**config.mk**
```make
export PLATFORM = sky130hd
export DESIGN_NAME = tune_wr_port
export DESIGN_NICKNAME = d
export VERILOG_FILES = /design/src/rtl/tune_pkg.sv /design/src/rtl/tune_bit_engine.sv /design/src/rtl/tune_byte_seq.sv /design/src/rtl/tune_reg_file.sv /design/src/rtl/tune_wr_port.sv
export SDC_FILE = /design/constraint.sdc
export NUM_CORES = 1
export LEC_CHECK = 0
export CAP_MARGIN = 20
export CORE_UTILIZATION = 58
export CTS_BUF_LIST = sky130_fd_sc_hd__clkbuf_8
export DETAILED_ROUTE_END_ITERATION = 8
export PLACE_DENSITY = 0.77
export REMOVE_ABC_BUFFERS = 1
export SLEW_MARGIN = 20
export SYNTH_ARGS = -nofsm -noshare
export SYNTH_HDL_FRONTEND = slang
export SYNTH_SLANG_ARGS = --single-unit
```
**constraint.sdc**
```tcl
create_clock -name clk -period 2.1 [get_ports clk]
set_clock_uncertainty 0.2 [all_clocks]
set_input_delay 0.315 -clock clk [delete_from_list [all_inputs] [get_ports clk]]
set_output_delay 0.315 -clock clk [all_outputs]
set_load 0.005 [all_outputs]
```
**src/rtl/tune_pkg.sv**
```systemverilog
package tune_pkg;
  localparam int BYTE_W  = 8;
  localparam int RATIO_W = 17;
  localparam int REF_W   = 4;
  localparam int CP_W    = 2;
  localparam int PORT_W  = 4;
  localparam int ADDR_W  = 7;
  localparam logic [4:0] ADDR_FIXED = 5'b11000;

  typedef enum logic [2:0] {
    SLOT_NONE = 3'd0,
    SLOT_HI   = 3'd2,
    SLOT_MID  = 3'd3,
    SLOT_LO   = 3'd4,
    SLOT_CTL  = 3'd5
  } slot_t;

  typedef enum logic [1:0] {
    EXP_ENTRY = 2'd0,
    EXP_MID   = 2'd1,
    EXP_CTL   = 2'd2
  } expect_t;

  typedef enum logic [1:0] {
    SQ_IDLE = 2'd0,
    SQ_ADDR = 2'd1,
    SQ_DATA = 2'd2,
    SQ_SKIP = 2'd3
  } seq_st_t;
endpackage

```
**src/rtl/tune_bit_engine.sv**
```systemverilog
module tune_bit_engine
  import tune_pkg::*;
#(
  parameter int DW = BYTE_W
) (
  input  logic          clk,
  input  logic          rst,
  input  logic          scl_i,
  input  logic          sda_i,
  input  logic          ack_req_i,
  output logic          start_o,
  output logic          stop_o,
  output logic          byte_stb_o,
  output logic [DW-1:0] byte_o,
  output logic          sda_pull_o
);
  localparam int CNT_W = $clog2(DW + 1);
  localparam logic [CNT_W-1:0] LAST_BIT = CNT_W'(DW - 1);
  localparam logic [CNT_W-1:0] ACK_SLOT = CNT_W'(DW);

  logic          scl_q, sda_q;
  logic          busy, in_ack;
  logic [CNT_W-1:0] bit_cnt;
  logic [DW-1:0] shreg;
  logic          scl_rise, scl_fall, start_det, stop_det;

  assign scl_rise  = scl_i & ~scl_q;
  assign scl_fall  = ~scl_i & scl_q;
  assign start_det = scl_i & scl_q & sda_q & ~sda_i;
  assign stop_det  = scl_i & scl_q & ~sda_q & sda_i;
  assign start_o   = start_det;
  assign stop_o    = stop_det;

  always_ff @(posedge clk) begin
    if (rst) begin
      scl_q      <= 1'b1;
      sda_q      <= 1'b1;
      busy       <= 1'b0;
      in_ack     <= 1'b0;
      bit_cnt    <= '0;
      shreg      <= '0;
      byte_o     <= '0;
      byte_stb_o <= 1'b0;
      sda_pull_o <= 1'b0;
    end else begin
      scl_q      <= scl_i;
      sda_q      <= sda_i;
      byte_stb_o <= 1'b0;
      if (start_det) begin
        busy    <= 1'b1;
        in_ack  <= 1'b0;
        bit_cnt <= '0;
      end else if (stop_det) begin
        busy    <= 1'b0;
        in_ack  <= 1'b0;
        bit_cnt <= '0;
      end else if (busy) begin
        if (scl_rise && !in_ack && bit_cnt < ACK_SLOT) begin
          shreg   <= {shreg[DW-2:0], sda_i};
          bit_cnt <= bit_cnt + 1'b1;
          if (bit_cnt == LAST_BIT) begin
            byte_o     <= {shreg[DW-2:0], sda_i};
            byte_stb_o <= 1'b1;
          end
        end else if (scl_fall) begin
          if (in_ack) begin
            in_ack     <= 1'b0;
            sda_pull_o <= 1'b0;
            bit_cnt    <= '0;
          end else if (bit_cnt == ACK_SLOT) begin
            in_ack     <= 1'b1;
            sda_pull_o <= ack_req_i;
          end
        end
      end
    end
  end

  // the pull-down moves only while SCL is low
  p_pull_steady_r3: assert property (@(posedge clk) disable iff (rst)
    (scl_i && $past(scl_i)) |-> $stable(sda_pull_o));

  // a START clears the bit position
  p_start_clears_r10: assert property (@(posedge clk) disable iff (rst)
    start_det |=> (bit_cnt == '0 && !in_ack));
endmodule

```
**src/rtl/tune_byte_seq.sv**
```systemverilog
module tune_byte_seq
  import tune_pkg::*;
#(
  parameter int DW = BYTE_W
) (
  input  logic          clk,
  input  logic          rst,
  input  logic [1:0]    strap_i,
  input  logic          start_i,
  input  logic          stop_i,
  input  logic          byte_stb_i,
  input  logic [DW-1:0] byte_i,
  output logic          ack_req_o,
  output logic          wr_en_o,
  output slot_t         wr_slot_o,
  output logic [DW-1:0] wr_data_o,
  output logic          commit_o
);
  seq_st_t state;
  expect_t expt;
  logic    dirty;
  logic    addr_hit;
  slot_t   slot_now;

  assign addr_hit = (byte_i[DW-1:1] == {ADDR_FIXED, strap_i}) && !byte_i[0];

  always_comb begin
    case (expt)
      EXP_MID: slot_now = SLOT_MID;
      EXP_CTL: slot_now = SLOT_CTL;
      default: slot_now = byte_i[DW-1] ? SLOT_LO : SLOT_HI;
    endcase
  end

  always_ff @(posedge clk) begin
    if (rst) begin
      state     <= SQ_IDLE;
      expt      <= EXP_ENTRY;
      dirty     <= 1'b0;
      ack_req_o <= 1'b0;
      wr_en_o   <= 1'b0;
      wr_slot_o <= SLOT_NONE;
      wr_data_o <= '0;
      commit_o  <= 1'b0;
    end else begin
      wr_en_o  <= 1'b0;
      commit_o <= 1'b0;
      if (start_i) begin
        state     <= SQ_ADDR;
        expt      <= EXP_ENTRY;
        ack_req_o <= 1'b0;
      end else if (stop_i) begin
        state     <= SQ_IDLE;
        expt      <= EXP_ENTRY;
        ack_req_o <= 1'b0;
        if (dirty) begin
          commit_o <= 1'b1;
          dirty    <= 1'b0;
        end
      end else if (byte_stb_i) begin
        case (state)
          SQ_ADDR: begin
            state     <= addr_hit ? SQ_DATA : SQ_SKIP;
            ack_req_o <= addr_hit;
          end
          SQ_DATA: begin
            ack_req_o <= 1'b1;
            wr_en_o   <= 1'b1;
            wr_slot_o <= slot_now;
            wr_data_o <= byte_i;
            case (slot_now)
              SLOT_HI:  begin expt <= EXP_MID;   dirty <= 1'b1; end
              SLOT_MID: begin expt <= EXP_ENTRY; dirty <= 1'b1; end
              SLOT_LO:  begin expt <= EXP_CTL;   dirty <= 1'b1; end
              default:  begin
                expt     <= EXP_ENTRY;
                dirty    <= 1'b0;
                commit_o <= 1'b1;
              end
            endcase
          end
          default: ack_req_o <= 1'b0;
        endcase
      end
    end
  end

  // a byte in the ignore state is never acknowledged
  p_skip_no_ack_r2: assert property (@(posedge clk) disable iff (rst)
    (byte_stb_i && !start_i && !stop_i && state == SQ_SKIP) |=> !ack_req_o);

  // control byte commits
  p_ctl_commit_r7: assert property (@(posedge clk) disable iff (rst)
    (byte_stb_i && !start_i && !stop_i && state == SQ_DATA && expt == EXP_CTL)
      |=> (commit_o && wr_en_o));

  // START returns to MSB decoding
  p_start_entry_r10: assert property (@(posedge clk) disable iff (rst)
    start_i |=> (state == SQ_ADDR && expt == EXP_ENTRY));
endmodule

```
**src/rtl/tune_reg_file.sv**
```systemverilog
module tune_reg_file
  import tune_pkg::*;
#(
  parameter int DW  = BYTE_W,
  parameter int NW  = RATIO_W,
  parameter int RW  = REF_W,
  parameter int CW  = CP_W,
  parameter int PW  = PORT_W
) (
  input  logic          clk,
  input  logic          rst,
  input  logic          wr_en_i,
  input  slot_t         wr_slot_i,
  input  logic [DW-1:0] wr_data_i,
  input  logic          commit_i,
  output logic [NW-1:0] div_ratio_o,
  output logic          pre_en_o,
  output logic [RW-1:0] ref_code_o,
  output logic [CW-1:0] cp_code_o,
  output logic          refout_en_o,
  output logic          refout_sel_o,
  output logic [PW-1:0] port_drv_o
);
  localparam int HI_W  = DW - 1;
  localparam int MID_W = DW;
  localparam int LO_W  = NW - HI_W - MID_W;
  localparam int MID_B = LO_W;
  localparam int HI_B  = LO_W + MID_W;

  logic [NW-1:0] stg_ratio;
  logic          stg_pre;
  logic [RW-1:0] stg_ref;

  always_ff @(posedge clk) begin
    if (rst) begin
      stg_ratio <= '0;
      stg_pre   <= 1'b0;
      stg_ref   <= '0;
    end else if (wr_en_i) begin
      case (wr_slot_i)
        SLOT_HI:  stg_ratio[HI_B +: HI_W]   <= wr_data_i[HI_W-1:0];
        SLOT_MID: stg_ratio[MID_B +: MID_W] <= wr_data_i;
        SLOT_LO: begin
          stg_ratio[LO_W-1:0] <= wr_data_i[DW-2 -: LO_W];
          stg_pre             <= wr_data_i[RW];
          stg_ref             <= wr_data_i[RW-1:0];
        end
        default: ;
      endcase
    end
  end

  always_ff @(posedge clk) begin
    if (rst) begin
      div_ratio_o <= '0;
      pre_en_o    <= 1'b0;
      ref_code_o  <= '0;
    end else if (commit_i) begin
      div_ratio_o <= stg_ratio;
      pre_en_o    <= stg_pre;
      ref_code_o  <= stg_ref;
    end
  end

  always_ff @(posedge clk) begin
    if (rst) begin
      cp_code_o    <= '0;
      refout_en_o  <= 1'b0;
      refout_sel_o <= 1'b0;
      port_drv_o   <= '0;
    end else if (wr_en_i && wr_slot_i == SLOT_CTL) begin
      cp_code_o    <= wr_data_i[DW-1 -: CW];
      refout_en_o  <= wr_data_i[PW+1];
      refout_sel_o <= wr_data_i[PW];
      port_drv_o   <= wr_data_i[PW-1:0];
    end
  end

  // a commit copies the staged ratio
  p_commit_copy_r6: assert property (@(posedge clk) disable iff (rst)
    commit_i |=> (div_ratio_o == $past(stg_ratio)));

  // without a commit the active ratio holds
  p_ratio_hold_r9: assert property (@(posedge clk) disable iff (rst)
    !commit_i |=> $stable(div_ratio_o));
endmodule

```
**src/rtl/tune_wr_port.sv**
```systemverilog
module tune_wr_port
  import tune_pkg::*;
#(
  parameter int NW = RATIO_W,
  parameter int RW = REF_W,
  parameter int CW = CP_W,
  parameter int PW = PORT_W
) (
  input  logic          clk,
  input  logic          rst,
  input  logic          scl_i,
  input  logic          sda_i,
  input  logic [1:0]    strap_i,
  output logic          sda_pull_o,
  output logic [NW-1:0] div_ratio_o,
  output logic          pre_en_o,
  output logic [RW-1:0] ref_code_o,
  output logic [CW-1:0] cp_code_o,
  output logic          refout_en_o,
  output logic          refout_sel_o,
  output logic [PW-1:0] port_drv_o
);
  logic              start_w, stop_w, stb_w, ack_w, wr_en_w, commit_w;
  logic [BYTE_W-1:0] byte_w, wr_data_w;
  slot_t             wr_slot_w;

  tune_bit_engine #(.DW(BYTE_W)) u_bits (
    .clk(clk), .rst(rst), .scl_i(scl_i), .sda_i(sda_i),
    .ack_req_i(ack_w), .start_o(start_w), .stop_o(stop_w),
    .byte_stb_o(stb_w), .byte_o(byte_w), .sda_pull_o(sda_pull_o)
  );

  tune_byte_seq #(.DW(BYTE_W)) u_seq (
    .clk(clk), .rst(rst), .strap_i(strap_i), .start_i(start_w),
    .stop_i(stop_w), .byte_stb_i(stb_w), .byte_i(byte_w),
    .ack_req_o(ack_w), .wr_en_o(wr_en_w), .wr_slot_o(wr_slot_w),
    .wr_data_o(wr_data_w), .commit_o(commit_w)
  );

  tune_reg_file #(.DW(BYTE_W), .NW(NW), .RW(RW), .CW(CW), .PW(PW)) u_regs (
    .clk(clk), .rst(rst), .wr_en_i(wr_en_w), .wr_slot_i(wr_slot_w),
    .wr_data_i(wr_data_w), .commit_i(commit_w),
    .div_ratio_o(div_ratio_o), .pre_en_o(pre_en_o), .ref_code_o(ref_code_o),
    .cp_code_o(cp_code_o), .refout_en_o(refout_en_o),
    .refout_sel_o(refout_sel_o), .port_drv_o(port_drv_o)
  );

  // outputs leave reset cleared
  p_reset_clear_r1: assert property (@(posedge clk)
    $past(rst) |-> (div_ratio_o == '0 && port_drv_o == '0 && !sda_pull_o));
endmodule

```
# After elaboration in Yosys (flattened, before gate mapping)
# Index checks and enable logic that the tools add are counted.
dict set report word_totals {
  elab_cells 123
  out_inout_bits 31
  ramBits 0
  mem_count 0
  mem_bits_ro 0
  latch_bits 0
  inputBits 6
  regBits 96
}
dict set report classes {
  add_sub_neg 1
  magnitude_cmp 1
  div 0
  mux 29
  shift 0
  n_eq_ne 14
  n_reduce_logical 32
  n_bitwise 16
  multipliers 0
}
# operator n
set ops {}
lappend ops {{1-bit 2-to-1 mux} 22}
lappend ops {{3-bit by 2-bit equality test with 1-bit output, second input constant} 4}
lappend ops {{4-bit 2-to-1 mux} 3}
lappend ops {{2-bit AND reduction} 6}
lappend ops {{2-bit nonzero test} 6}
lappend ops {{3-bit equality test, second input constant} 3}
lappend ops {{1-bit inverter} 9}
lappend ops {{3-bit AND reduction} 3}
lappend ops {{4-bit AND reduction} 2}
lappend ops {{1-bit bitwise AND} 7}
lappend ops {{7-bit equality test} 1}
lappend ops {{3-bit one-hot mux with 2 select lines} 1}
lappend ops {{6-bit AND reduction} 1}
lappend ops {{3-bit nonzero test} 2}
lappend ops {{3-bit OR reduction} 2}
lappend ops {{5-bit AND reduction} 1}
lappend ops {{5-bit OR reduction} 1}
lappend ops {{4-bit by 1-bit adder with 4-bit output, second input constant} 1}
lappend ops {{2-bit by 1-bit equality test with 1-bit output, second input constant} 2}
lappend ops {{2-bit equality test, second input constant} 2}
lappend ops {{4-bit by 3-bit equality test with 1-bit output, second input constant} 1}
lappend ops {{4-bit equality test, second input constant} 1}
lappend ops {{1-bit logical AND} 4}
lappend ops {{4-bit less-than comparator, second input constant} 1}
lappend ops {{6 further kinds} 7}

# Longest topological paths before layout
dict set report depth {
  depth_word 8
  ltp_mapped 7
  depth_no_buf 6
}

# Hierarchy
# From an unflattened synthesis, not the netlist that was laid out.
dict set report hier_totals {
  cells_unflattened 405
  hier_area_um2 3963.8
}
# module n_inst area_per_inst_um2 cells_per_inst seq_area_each_um2
set modules_own_cells {}
lappend modules_own_cells {tune_reg_file 1 2020.7 182 1041.0}
lappend modules_own_cells {tune_bit_engine 1 1104.8 123 500.5}
lappend modules_own_cells {tune_byte_seq 1 838.3 100 380.4}

# Worst setup path after synthesis
# OpenSTA, ideal clock, no wires.
dict set report synth_path {
  path_type {register to register}
  from {register u_bits.busy}
  to {register u_bits.byte_o[0]}
  period_less_slack_ns 1.831
  path_stages_with_launch 6
  t_required_ns 1.772
  n_path_buf 1
  slack_ns 0.269
  arrival_ns 1.503
  path_cell_list {dfxtp_1 or3b_1 buf_6 nor3_4 mux2i_1 nor2_1}
}
dict set report synth_between {
  elab_chain_cells 1
}
# element line
set synth_lines {}
lappend synth_lines {{from (decl)} tune_bit_engine.sv:22} ;# logic busy, in_ack;
lappend synth_lines {{from (signal assigned)} tune_bit_engine.sv:38} ;# busy <= 1'b0;
lappend synth_lines {{from (signal assigned)} tune_bit_engine.sv:50} ;# busy <= 1'b1;
lappend synth_lines {{from (signal assigned)} tune_bit_engine.sv:54} ;# busy <= 1'b0;
lappend synth_lines {{5-bit AND reduction (no line)} n/a}
lappend synth_lines {{to (signal assigned)} tune_bit_engine.sv:62} ;# byte_o <= {shreg[DW-2:0], sda_i};
lappend synth_lines {{to (decl)} tune_bit_engine.sv:14} ;# output logic [DW-1:0] byte_o,
# Every way passes these cells.
# A chain may end at the register's enable or synchronous reset.

# Worst setup path after layout
dict set report layout_path {
  from {register u_bits.busy}
  to {register u_bits.shreg[4]}
}
dict set report layout_between {
  elab_chain_cells 1
}
# element line
set layout_lines {}
lappend layout_lines {{4-bit AND reduction (no line)} n/a}
lappend layout_lines {{to (signal assigned)} tune_bit_engine.sv:59} ;# shreg <= {shreg[DW-2:0], sda_i};
lappend layout_lines {{to (decl)} tune_bit_engine.sv:24} ;# logic [DW-1:0] shreg;
# Every way passes these cells.

==> flow_summary.toml <==
[worst_setup_path]
crit_cells = 4
cp-end-kind = "flip-flop"
cp_slowest_cell = "or3b_1"
slowest_delay_ps = 490
crit_chain = "or3b_1 > or2_1 > mux2i_1 > nor2_1"
worstPathArrival_ps = 2050
critPathRequiredTime_ps = 2130
cp-start-kind = "flip-flop"
r2r_cells = 4
critical_path.top_delay_family = "simple AND/OR/NAND/NOR gates"
criticalPathCategory = "flip-flop to flip-flop"
path_buf_inv = 0
cp_max_fo = 10

[synthesis]
netlist_area_um2 = 3647
synth.avg_cell_area_um2 = 9.304
yosysWarnings = 0
synthSimpleGateAreaFrac_pct = 19.28
ys_types = 41
yosys_register_bits = 96
synth_top_family_by_area = "simple AND/OR/NAND/NOR gates"
synth_xor_area_share_pct = 0.7204
muxShareOfSynthArea_pct = 14.27
synth_compound_area_share_pct = 8.062
ys_seq_area_share_pct = 52.69
yosys.area_share.adder_pct = 2.058
synthesis.instances = 392

[detailed_routing]
drt_pass1_iterations = 4
drt_iter0_markers = 126
wl_um = 7281
vias_per_cell = 5.423
drc_errors = 0
vias = 2782
final_antenna_net_count = 0
wire_per_inst_um = 14.19

[timing]
setup_viol = 0
period_minus_slack_ps = 2016
drv_slew = 0
worst_pin_slew_ps = 496.9
maxSlewHeadroom_pct = 66.75
fin_ws_ps = 84.33
hold_viol_final = 0
rsz0062_at_grt = "false"
finalCritPeriodShare_pct = 95.98
holdWs_ps = 141.5
max_freq_mhz = 496.1

[die]
placementRows = 28
io_pins = 37
start_util_pct = 60.88
fp.coreArea_um2 = 5991
dieHeight_um = 81.30
chipWidth_um = 81.30
dieArea_um2 = 6610

[clock_tree]
htreeDepth = 3
cts_tree = "done"
clkTransAtPathRegs_ps = 90
clockRootBuffer = "clkbuf_8"
clock_sinks = 96
clockBufferDepth = 2
clk-insertion-delay-late_ps = 350
cts_made_buffers = 9
postCtsSetupBuffers = 0

[grt]
antenna_found_initial = 0
met1_usage_pct = 30.09
grt-busiest-layer = "met2"
grt_max_degree = 54
track_usage_pct = 24.44
grt_use_met3_pct = 5.393
met2_usage_pct = 38.58
grt_pass1_vias = 2602
grt_overflow = 0
grt_first_pass_wirelength_um = 11990

[power]
power_mw = 3.112
vdd_ir_drop_max_v = 0.0004535
power_density_nw_per_um2 = 717.7
leakage_nw = 1.486

[min_path]
min_delay_path_depth = 2
hold_class = "primary input to flip-flop"

[placement]
dp_slack_ps = -54.17
hpwl_um = 4912
portBuffers = 36
place_congestion = 0.9014

[cells_and_area]
nNetsFinal = 445
area_growth_pct = 18.87
drive_above_1_share_pct = 7.991
num_antenna_cells = 0

[flow_run]
max-cap-violations = 0

[run_status]
status = "completed"
cells by family after synthesis:
logic type | Yosys count
muxes | 52
adders and majority gates | 6
DFF | 96
xor gates and xnor gates | 3
and+or+nand+nor | 160
buffers and inverters | 26
AOI/OAI and AO/OA | 49
power by group:
group	total, mW	leakage (nW)	switching [mW]	internal (mW)
clock	1.19	0.112	0.589	0.604
sequential	1.83	0.774	0.00634	1.82
combinational	0.0883	0.600	0.0553	0.0330
total	3.11	1.49	0.651	2.46
cell type report:
type / instances / area, um^2
multi-input cells: 270 / 1624
inverters: 9 / 33.78
well taps: 75 / 93.84
clock inverters: 5 / 47.55
fillers: 438 / 1655
repair buffers: 47 / 462.9
flip-flops and latches: 96 / 1922
clock buffers: 11 / 151.4
per-stage QoR:
stage / cells / util (%) / instance area [um^2] / TNS (ps)
after floorplan: 375 / - / 3575 / 0
after global routing: 513 / 72.37 / 4335 / 0
final: 513 / 72.37 / 4335 / 0
after global placement: 497 / 68.96 / 4131 / 0
after detailed placement: 497 / 68.96 / 4131 / -164.2
after CTS: 513 / 72.28 / 4330 / 0
cells in the final DEF, fill, tap and decap left out, types with 4 or more instances in the layout:
| cell | n |
|---|---|
| dfxtp_1 | 96 |
| nor2_1 | 68 |
| nand2_1 | 57 |
| mux2i_1 | 52 |
| clkdlybuf4s50_1 | 35 |
| a21oi_1 | 30 |
| inv_1 | 11 |
| clkbuf_8 | 11 |
| buf_4 | 9 |
| ha_1 | 6 |
| or2_2 | 5 |
| nand3_1 | 4 |
| nand2b_1 | 4 |
| nor3_1 | 4 |
state kept, by name (all words and copies together) (netlist names), 2 cells and up:
register            count
u_regs.ref_code_o       4
u_regs.stg_ratio       17
u_seq.state             2
u_seq.wr_slot_o         3
u_regs.div_ratio_o     17
u_bits.byte_o           8
u_bits.bit_cnt          4
u_seq.expt              2
u_seq.wr_data_o         8
u_bits.shreg            7
u_regs.port_drv_o       4
u_regs.stg_ref          4
u_regs.cp_code_o        2
cells in the mapped netlist:
master | count | area share, %
nand4b_1 | 1 | 0.24
nand4_1 | 2 | 0.34
o21bai_1 | 2 | 0.41
a41o_1 | 1 | 0.27
o21ba_2 | 2 | 0.55
nand3_1 | 4 | 0.55
nor4_1 | 1 | 0.17
buf_2 | 1 | 0.14
nor2_1 | 68 | 7.0
nand2b_1 | 4 | 0.69
a21oi_1 | 30 | 4.1
buf_1 | 3 | 0.31
a311oi_1 | 1 | 0.24
a22oi_1 | 1 | 0.21
or2_1 | 1 | 0.17
dfxtp_1 | 96 | 53
a2bb2oi_1 | 1 | 0.24
or3_1 | 2 | 0.34
nor3b_1 | 2 | 0.41
or4b_1 | 1 | 0.27
o211ai_1 | 1 | 0.21
nand3b_1 | 3 | 0.62
nor3_4 | 1 | 0.45
nor2b_1 | 2 | 0.34
and2_1 | 1 | 0.17
a211oi_1 | 3 | 0.62
inv_1 | 9 | 0.93
or2_2 | 5 | 0.86
nand2_1 | 57 | 5.9
or3b_1 | 1 | 0.24
a21o_1 | 1 | 0.21
buf_6 | 1 | 0.31
clkbuf_1 | 12 | 1.2
o21ai_0 | 3 | 0.41
a31oi_1 | 1 | 0.17
ha_1 | 6 | 2.1
mux2i_1 | 52 | 14
nor3_1 | 4 | 0.55
xnor2_1 | 3 | 0.72
o22ai_1 | 1 | 0.17
a221oi_1 | 1 | 0.24
what timing repair did:
| action | in CTS | in global routing |
|---|---|---|
| gates resized for setup | 0 | 1 |
| setup endpoints to repair | 0 | 1 |
| hold buffers | 0 | 0 |
per-layer routing:
| layer | up-vias | routed length, um |
|---|---|---|
| met3 | 20 | 215 |
| li1 | 1404 | - |
| met2 | 68 | 3448 |
| met1 | 1290 | 3377 |
| met5 | - | 0 |
| met4 | 0 | 239 |
final timing paths:
| check | startpoint | to | slack, ps |
|---|---|---|---|
| max | u_bits.busy$_SDFFE_PP0P_ | u_bits.shreg[4]$_SDFFE_PP0P_ | 80 |
| min | rst | u_bits.shreg[0]$_SDFFE_PP0P_ | 140 |
| max reg2reg | u_bits.busy$_SDFFE_PP0P_ | u_bits.shreg[4]$_SDFFE_PP0P_ | 80 |
| min reg2reg | u_regs.cp_code_o[0]$_SDFFE_PP0P_ | u_regs.cp_code_o[0]$_SDFFE_PP0P_ | 260 |
Note: power is estimated with default switching activity, not from simulation.
